<file path="src/rtl/exu_pkg.sv">
package exu_pkg;

    localparam int XLEN    = 32;
    localparam int IMMW    = 16;
    localparam int SHW     = $clog2(XLEN);
    localparam int OPW     = 5;

    typedef enum logic [OPW-1:0] {
        OP_ADD   = 5'd0,
        OP_SUB   = 5'd1,
        OP_AND   = 5'd2,
        OP_OR    = 5'd3,
        OP_NOR   = 5'd4,
        OP_SLT   = 5'd5,
        OP_SLTU  = 5'd6,
        OP_SLL   = 5'd7,
        OP_SRL   = 5'd8,
        OP_SRA   = 5'd9,
        OP_ADDI  = 5'd10,
        OP_ANDI  = 5'd11,
        OP_ORI   = 5'd12,
        OP_SLTI  = 5'd13,
        OP_SLTIU = 5'd14,
        OP_LUI   = 5'd15
    } op_e;

    typedef enum logic [1:0] {
        EXT_SIGN,
        EXT_ZERO,
        EXT_UPPER
    } ext_e;

    typedef enum logic [1:0] {
        LG_AND,
        LG_OR,
        LG_NOR
    } logic_e;

    typedef enum logic [2:0] {
        SEL_ZERO,
        SEL_SUM,
        SEL_LOGIC,
        SEL_LT_S,
        SEL_LT_U,
        SEL_SHIFT,
        SEL_IMM
    } res_sel_e;

    typedef struct packed {
        logic [XLEN-1:0] result;
        logic            zero;
    } exu_state_t;

endpackage

</file>
<file path="src/rtl/exu_imm_ext.sv">
module exu_imm_ext
    import exu_pkg::*;
#(
    parameter int WIDTH = 32,
    parameter int IW    = 16
) (
    input  logic [IW-1:0]    imm,
    input  ext_e             mode,
    output logic [WIDTH-1:0] ext
);
    localparam int PAD = WIDTH - IW;

    always_comb begin
        unique case (mode)
            EXT_SIGN:  ext = {{PAD{imm[IW-1]}}, imm};
            EXT_ZERO:  ext = {{PAD{1'b0}}, imm};
            EXT_UPPER: ext = {imm, {PAD{1'b0}}};
            default:   ext = '0;
        endcase
    end

    always_comb begin
        if (mode == EXT_ZERO)
            AST_ZEXT_TOP_CLEAR: assert (ext[WIDTH-1:IW] == '0);
    end

endmodule

</file>
<file path="src/rtl/exu_addsub.sv">
module exu_addsub #(
    parameter int WIDTH = 32
) (
    input  logic [WIDTH-1:0] opa,
    input  logic [WIDTH-1:0] opb,
    input  logic             sub,
    output logic [WIDTH-1:0] sum,
    output logic             lt_s,
    output logic             lt_u
);
    localparam int MSB = WIDTH - 1;

    logic [WIDTH-1:0] opb_x;
    logic [WIDTH:0]   wide;
    logic             carry;
    logic             ovf;

    always_comb begin
        opb_x = sub ? ~opb : opb;
        wide  = {1'b0, opa} + {1'b0, opb_x} + {{WIDTH{1'b0}}, sub};
        sum   = wide[MSB:0];
        carry = wide[WIDTH];
        ovf   = (opa[MSB] == opb_x[MSB]) && (sum[MSB] != opa[MSB]);
        lt_s  = sum[MSB] ^ ovf;
        lt_u  = ~carry;
    end

endmodule

</file>
<file path="src/rtl/exu_shifter.sv">
module exu_shifter #(
    parameter int WIDTH = 32,
    parameter int AW    = $clog2(WIDTH)
) (
    input  logic [WIDTH-1:0] din,
    input  logic [AW-1:0]    amt,
    input  logic             left,
    input  logic             arith,
    output logic [WIDTH-1:0] dout
);
    logic [WIDTH-1:0] rev_in;
    logic [WIDTH-1:0] rev_out;
    logic [WIDTH-1:0] stage [0:AW];
    logic             fill;

    generate
        for (genvar i = 0; i < WIDTH; i++) begin : g_rev
            assign rev_in[i]  = din[WIDTH-1-i];
            assign rev_out[i] = stage[AW][WIDTH-1-i];
        end
    endgenerate

    assign fill     = arith & ~left & din[WIDTH-1];
    assign stage[0] = left ? rev_in : din;

    generate
        for (genvar k = 0; k < AW; k++) begin : g_stage
            localparam int STEP = 1 << k;
            assign stage[k+1] = amt[k]
                ? {{STEP{fill}}, stage[k][WIDTH-1:STEP]}
                : stage[k];
        end
    endgenerate

    assign dout = left ? rev_out : stage[AW];

    always_comb begin
        if (!left && !arith && amt != '0)
            AST_SRL_TOP_ZERO: assert (dout[WIDTH-1] == 1'b0);
    end

endmodule

</file>
<file path="src/rtl/exu_logic.sv">
module exu_logic
    import exu_pkg::*;
#(
    parameter int WIDTH = 32
) (
    input  logic [WIDTH-1:0] opa,
    input  logic [WIDTH-1:0] opb,
    input  logic_e           sel,
    output logic [WIDTH-1:0] dout
);
    always_comb begin
        unique case (sel)
            LG_AND:  dout = opa & opb;
            LG_OR:   dout = opa | opb;
            LG_NOR:  dout = ~(opa | opb);
            default: dout = '0;
        endcase
    end

endmodule

</file>
<file path="src/rtl/exu_core.sv">
module exu_core
    import exu_pkg::*;
(
    input  logic            clk,
    input  logic            rst_n,
    input  logic [4:0]      op_sel,
    input  logic [31:0]     src_a,
    input  logic [31:0]     src_b,
    input  logic [15:0]     imm,
    input  logic [4:0]      shift_amt,
    output logic [31:0]     result_q,
    output logic            zero_q
);
    typedef struct packed {
        ext_e     ext_mode;
        logic     use_imm;
        logic     sub;
        logic_e   lg_sel;
        logic     sh_left;
        logic     sh_arith;
        res_sel_e res_sel;
    } dec_t;

    dec_t             dec;
    logic [XLEN-1:0]  imm_x;
    logic [XLEN-1:0]  opnd_b;
    logic [XLEN-1:0]  sum;
    logic             lt_s;
    logic             lt_u;
    logic [XLEN-1:0]  sh_out;
    logic [XLEN-1:0]  lg_out;
    exu_state_t       state_d;
    exu_state_t       state_q;

    // operation decode
    always_comb begin
        dec          = '0;
        dec.ext_mode = EXT_SIGN;
        dec.lg_sel   = LG_AND;
        dec.res_sel  = SEL_ZERO;
        unique case (op_sel)
            OP_ADD:   dec.res_sel = SEL_SUM;
            OP_SUB:   begin dec.sub = 1'b1; dec.res_sel = SEL_SUM; end
            OP_AND:   begin dec.lg_sel = LG_AND; dec.res_sel = SEL_LOGIC; end
            OP_OR:    begin dec.lg_sel = LG_OR;  dec.res_sel = SEL_LOGIC; end
            OP_NOR:   begin dec.lg_sel = LG_NOR; dec.res_sel = SEL_LOGIC; end
            OP_SLT:   begin dec.sub = 1'b1; dec.res_sel = SEL_LT_S; end
            OP_SLTU:  begin dec.sub = 1'b1; dec.res_sel = SEL_LT_U; end
            OP_SLL:   begin dec.sh_left = 1'b1; dec.res_sel = SEL_SHIFT; end
            OP_SRL:   dec.res_sel = SEL_SHIFT;
            OP_SRA:   begin dec.sh_arith = 1'b1; dec.res_sel = SEL_SHIFT; end
            OP_ADDI:  begin dec.use_imm = 1'b1; dec.res_sel = SEL_SUM; end
            OP_ANDI:  begin
                dec.use_imm  = 1'b1;
                dec.ext_mode = EXT_ZERO;
                dec.lg_sel   = LG_AND;
                dec.res_sel  = SEL_LOGIC;
            end
            OP_ORI:   begin
                dec.use_imm  = 1'b1;
                dec.ext_mode = EXT_ZERO;
                dec.lg_sel   = LG_OR;
                dec.res_sel  = SEL_LOGIC;
            end
            OP_SLTI:  begin
                dec.use_imm = 1'b1;
                dec.sub     = 1'b1;
                dec.res_sel = SEL_LT_S;
            end
            OP_SLTIU: begin
                dec.use_imm = 1'b1;
                dec.sub     = 1'b1;
                dec.res_sel = SEL_LT_U;
            end
            OP_LUI:   begin
                dec.ext_mode = EXT_UPPER;
                dec.res_sel  = SEL_IMM;
            end
            default:  dec.res_sel = SEL_ZERO;
        endcase
    end

    exu_imm_ext #(.WIDTH(XLEN), .IW(IMMW)) u_imm_ext (
        .imm  (imm),
        .mode (dec.ext_mode),
        .ext  (imm_x)
    );

    assign opnd_b = dec.use_imm ? imm_x : src_b;

    exu_addsub #(.WIDTH(XLEN)) u_addsub (
        .opa  (src_a),
        .opb  (opnd_b),
        .sub  (dec.sub),
        .sum  (sum),
        .lt_s (lt_s),
        .lt_u (lt_u)
    );

    exu_shifter #(.WIDTH(XLEN), .AW(SHW)) u_shifter (
        .din   (src_a),
        .amt   (shift_amt),
        .left  (dec.sh_left),
        .arith (dec.sh_arith),
        .dout  (sh_out)
    );

    exu_logic #(.WIDTH(XLEN)) u_logic (
        .opa  (src_a),
        .opb  (opnd_b),
        .sel  (dec.lg_sel),
        .dout (lg_out)
    );

    // next-state computation
    always_comb begin
        state_d = state_q;
        unique case (dec.res_sel)
            SEL_SUM:   state_d.result = sum;
            SEL_LOGIC: state_d.result = lg_out;
            SEL_LT_S:  state_d.result = {{(XLEN-1){1'b0}}, lt_s};
            SEL_LT_U:  state_d.result = {{(XLEN-1){1'b0}}, lt_u};
            SEL_SHIFT: state_d.result = sh_out;
            SEL_IMM:   state_d.result = imm_x;
            default:   state_d.result = '0;
        endcase
        state_d.zero = (state_d.result == '0);
    end

    always_ff @(posedge clk) begin
        if (!rst_n) begin
            state_q.result <= '0;
            state_q.zero   <= 1'b1;
        end else begin
            state_q <= state_d;
        end
    end

    assign result_q = state_q.result;
    assign zero_q   = state_q.zero;

    AST_ZERO_FLAG_MATCH: assert property (@(posedge clk) disable iff (!rst_n)
        zero_q == (result_q == '0));

    AST_LUI_LOW_CLEAR: assert property (@(posedge clk) disable iff (!rst_n)
        (op_sel == OP_LUI) |=> (result_q[IMMW-1:0] == '0));

    AST_CMP_ONE_BIT: assert property (@(posedge clk) disable iff (!rst_n)
        (op_sel == OP_SLT || op_sel == OP_SLTU || op_sel == OP_SLTI
         || op_sel == OP_SLTIU) |=> (result_q[XLEN-1:1] == '0));

    AST_UNKNOWN_OP_ZERO: assert property (@(posedge clk) disable iff (!rst_n)
        (op_sel > OP_LUI) |=> (result_q == '0 && zero_q));

    AST_SRA_SIGN_KEPT: assert property (@(posedge clk) disable iff (!rst_n)
        (op_sel == OP_SRA && src_a[XLEN-1]) |=> result_q[XLEN-1]);

    AST_ORI_TOP_PASS: assert property (@(posedge clk) disable iff (!rst_n)
        (op_sel == OP_ORI) |=> (result_q[XLEN-1:IMMW] == $past(src_a[XLEN-1:IMMW])));

    AST_SUB_SELF_ZERO: assert property (@(posedge clk) disable iff (!rst_n)
        (op_sel == OP_SUB && src_a == src_b) |=> zero_q);

endmodule

</file>
<file path="config.mk">
export PLATFORM = sky130hd
export DESIGN_NAME = exu_core
export DESIGN_NICKNAME = d
export VERILOG_FILES = /design/src/rtl/exu_pkg.sv /design/src/rtl/exu_imm_ext.sv /design/src/rtl/exu_addsub.sv /design/src/rtl/exu_shifter.sv /design/src/rtl/exu_logic.sv /design/src/rtl/exu_core.sv
export SDC_FILE = /design/constraint.sdc
export NUM_CORES = 1
export LEC_CHECK = 0
export ABC_AREA = 1
export CAP_MARGIN = 20
export CORE_MARGIN = 3
export CORE_UTILIZATION = 40
export DETAILED_ROUTE_END_ITERATION = 7
export GPL_ROUTABILITY_DRIVEN = 1
export MAX_ROUTING_LAYER = met4
export SLEW_MARGIN = 20
export SYNTH_ARGS = -nofsm -noshare
export SYNTH_HDL_FRONTEND = slang
export SYNTH_SLANG_ARGS = --single-unit
</file>
<file path="constraint.sdc">
create_clock -name clk -period 5.48 [get_ports clk]
set_clock_uncertainty 0.05 [all_clocks]
set_input_delay 0.822 -clock clk [delete_from_list [all_inputs] [get_ports clk]]
set_output_delay 0.822 -clock clk [all_outputs]
set_load 0.05 [all_outputs]
</file>
==> metrics.txt <==
drc violations=0; most used cell, CP=nand2_1; slowest stage cell, crit path=clkdlybuf4s50_1; H-Tree Depth=2; CP endpoint kind=flip-flop; share of layout cells above drive strength 1=under 10%; final setup fails=0; Max Clk Rate=198 MHz; critical path's top delay family=compound AO/OA/AOI/OAI gates; hpwl dp=32500 um; Net Count, Synth=1657; Worst Setup Path Type=in2reg; Worst Path Max Fanout=23; RD Place Congestion=about 1.1; vias=11100; nets@finish=1770; first-pass GRT wire length=between 50000 and 60000 um; Seq cells post-synth=33; PwrDens=184 nW/um2; Max-slew headroom=between 30 and 40%; DR vias/cell=5.81; minimum clock period after layout=5.06 ns; synthesized area=7890 um2; Worst setup SP type=primary input; area of the die=21400 um2; Iteration-0 DRC Markers=1310; Hold Vio Cnt, Final=0; vias in the first global route=10000; status=finished, final reports clean; clock tree from TritonCTS=done; Syn. warnings=0; largest net degree at the start of global routing=43; DRT Wirelength=39400 um; Tightest Pin Transition=1.00 ns; Ant. Diodes=0; initial antenna violation count=0; Starting Density=about two fifths; Setup TNS=0 ns; Chip Height=146 um; die width=146 um; # port buffers=roughly 120; Final Cycle Share=92.4%; final setup margin=between 0.4 and 0.5 ns; Post-synth EDFFs=0; CTS Buffer Depth=2; Mapped Avg Cell Area=5.16 um2; WP buf/inv=4; Cell Rows=50; Synth async-reset ratio=0%; area grow syn2layout=23.6%; top cells by area, synth=nand2_1 (23%), nand3_1 (22%), dfxtp_1 (8.4%); CP peak stage delay=0.58 ns; Max VDD drop=between 0.0001 and 0.00015 V; drt wl/cell=20.7 um; Hold WC Path Type=in2reg; post-synthesis cell type with the largest combined area=nand2_1; Max Slew Vio Count=0; Post-synth top cells=nand2_1 (475), nand3_1 (340), inv_1 (119); all-layer global routing usage=36.1%; Place WS=0.0996 ns; Non-Filler Instances=1902; 1st-pass router iterations=6; Root Driver=clkbuf_16; IO Pins=125; sequential share of the synthesized area=8.37%; Max-cap violations=0; Post-Synthesis Cells=about 1500; Post-synth top flop=dfxtp_1; GRT Residual Overflow=0; CTS clk-pin slew, worst paths=0.05 ns; unrepaired setup endpoints after global routing=false; share of the synthesized area in the top cell type=22.6%; DRT antenna net count=0; count leader, synth=nand2_1; Netlist cell types=52; Inst Count DP=1893; LEAKAGE=just under 5 nW; core footprint=~19000 um2; WP data required=5.58 ns; CP arrival=5.16 ns; CTS Buf Count=5; CTS sink cnt=33
-- where the power goes --
group	switching, mW	internal (mW)	total (mW)
clock network	0.0888	0.226	0.315
logic	0.795	0.420	1.22
registers	0.00416	0.256	0.261
-- sequential cells by signal, indices dropped and copies added (netlist names) --
register  count
result_q     32
zero_q        1
-- metal layers --
metal / GRT usage (%) / routed length (um) / up-vias / share of wire [%]
li1: - / - / 5340 / -
met1: 48.7 / 16700 / 4989 / 42
met2: 52.4 / 16300 / 647 / 41
met3: 7.26 / 4360 / 81 / 11
met4: 15.5 / 2070 / 0 / 5.2
met5: - / 0 / - / 0
-- cells in the final DEF (no fill, tap or decap), drive strengths merged, types with 7 or more instances in the layout --
master | Yosys | layout
inv | 130 | 130
or2 | 16 | 16
nor3 | 11 | 11
clkbuf | 26 | 7
o21ai | 95 | 95
nor2 | 124 | 124
ha | 36 | 36
nand2 | 480 | 480
a21oi | 69 | 69
o211ai | 20 | 20
buf | 46 | 54
a31oi | 12 | 12
nand3 | 343 | 343
xor2 | 33 | 33
clkdlybuf4s50 | 0 | 122
dfxtp | 33 | 33
-- layout make-up --
| type | count | area, um2 |
|---|---|---|
| tap | 260 | 325 |
| timing repair buffer | 178 | 1660 |
| clock buffer | 7 | 143 |
| clock inverter | 1 | 30.0 |
| fill | 2168 | 9270 |
| inverter | 133 | 499 |
| multi-input combinational | 1290 | 6430 |
| sequential | 33 | 661 |
-- final timing paths --
check / start / to / slack, ns / cells past startpoint
worst min-delay path: rst_n / zero_q / 1.23 / 2
worst max-delay path: op_sel[2] / zero_q / 0.42 / 28
-- per-stage QoR --
step / hold slack [ns] / cell area, um2 / util, % / total power, mW
finish: 1.23 / 9750 / 51.3 / 1.79
global route: 1.25 / 9750 / 51.3 / 1.91
CTS: 1.21 / 9720 / 51.1 / 1.76
detailed placement: 1.48 / 9550 / 50.2 / 1.44
global placement: 1.50 / 9550 / 50.2 / 1.44
floorplan: 0.963 / 7890 / - / 1.02
-- logic make-up after synthesis --
| group | count (synthesis) | synth area share [%] |
|---|---|---|
| adder cells (fa/ha/maj) | 37 | 5.96 |
| buffers and inverters | 205 | 10.5 |
| flip-flops | 33 | 8.37 |
| AND/OR/NAND/NOR | 987 | 54.5 |
| AO/OA/AOI/OAI | 231 | 16.8 |
| XOR/XNOR | 35 | 3.89 |
-- what timing repair did --
item                       CTS  global route
hold endpoints to repair     0             0
hold buffers                 0             0
resized for setup            0             7
setup buffers                0             1
setup endpoints to repair    0             1
(Power assumes the default switching activity.)
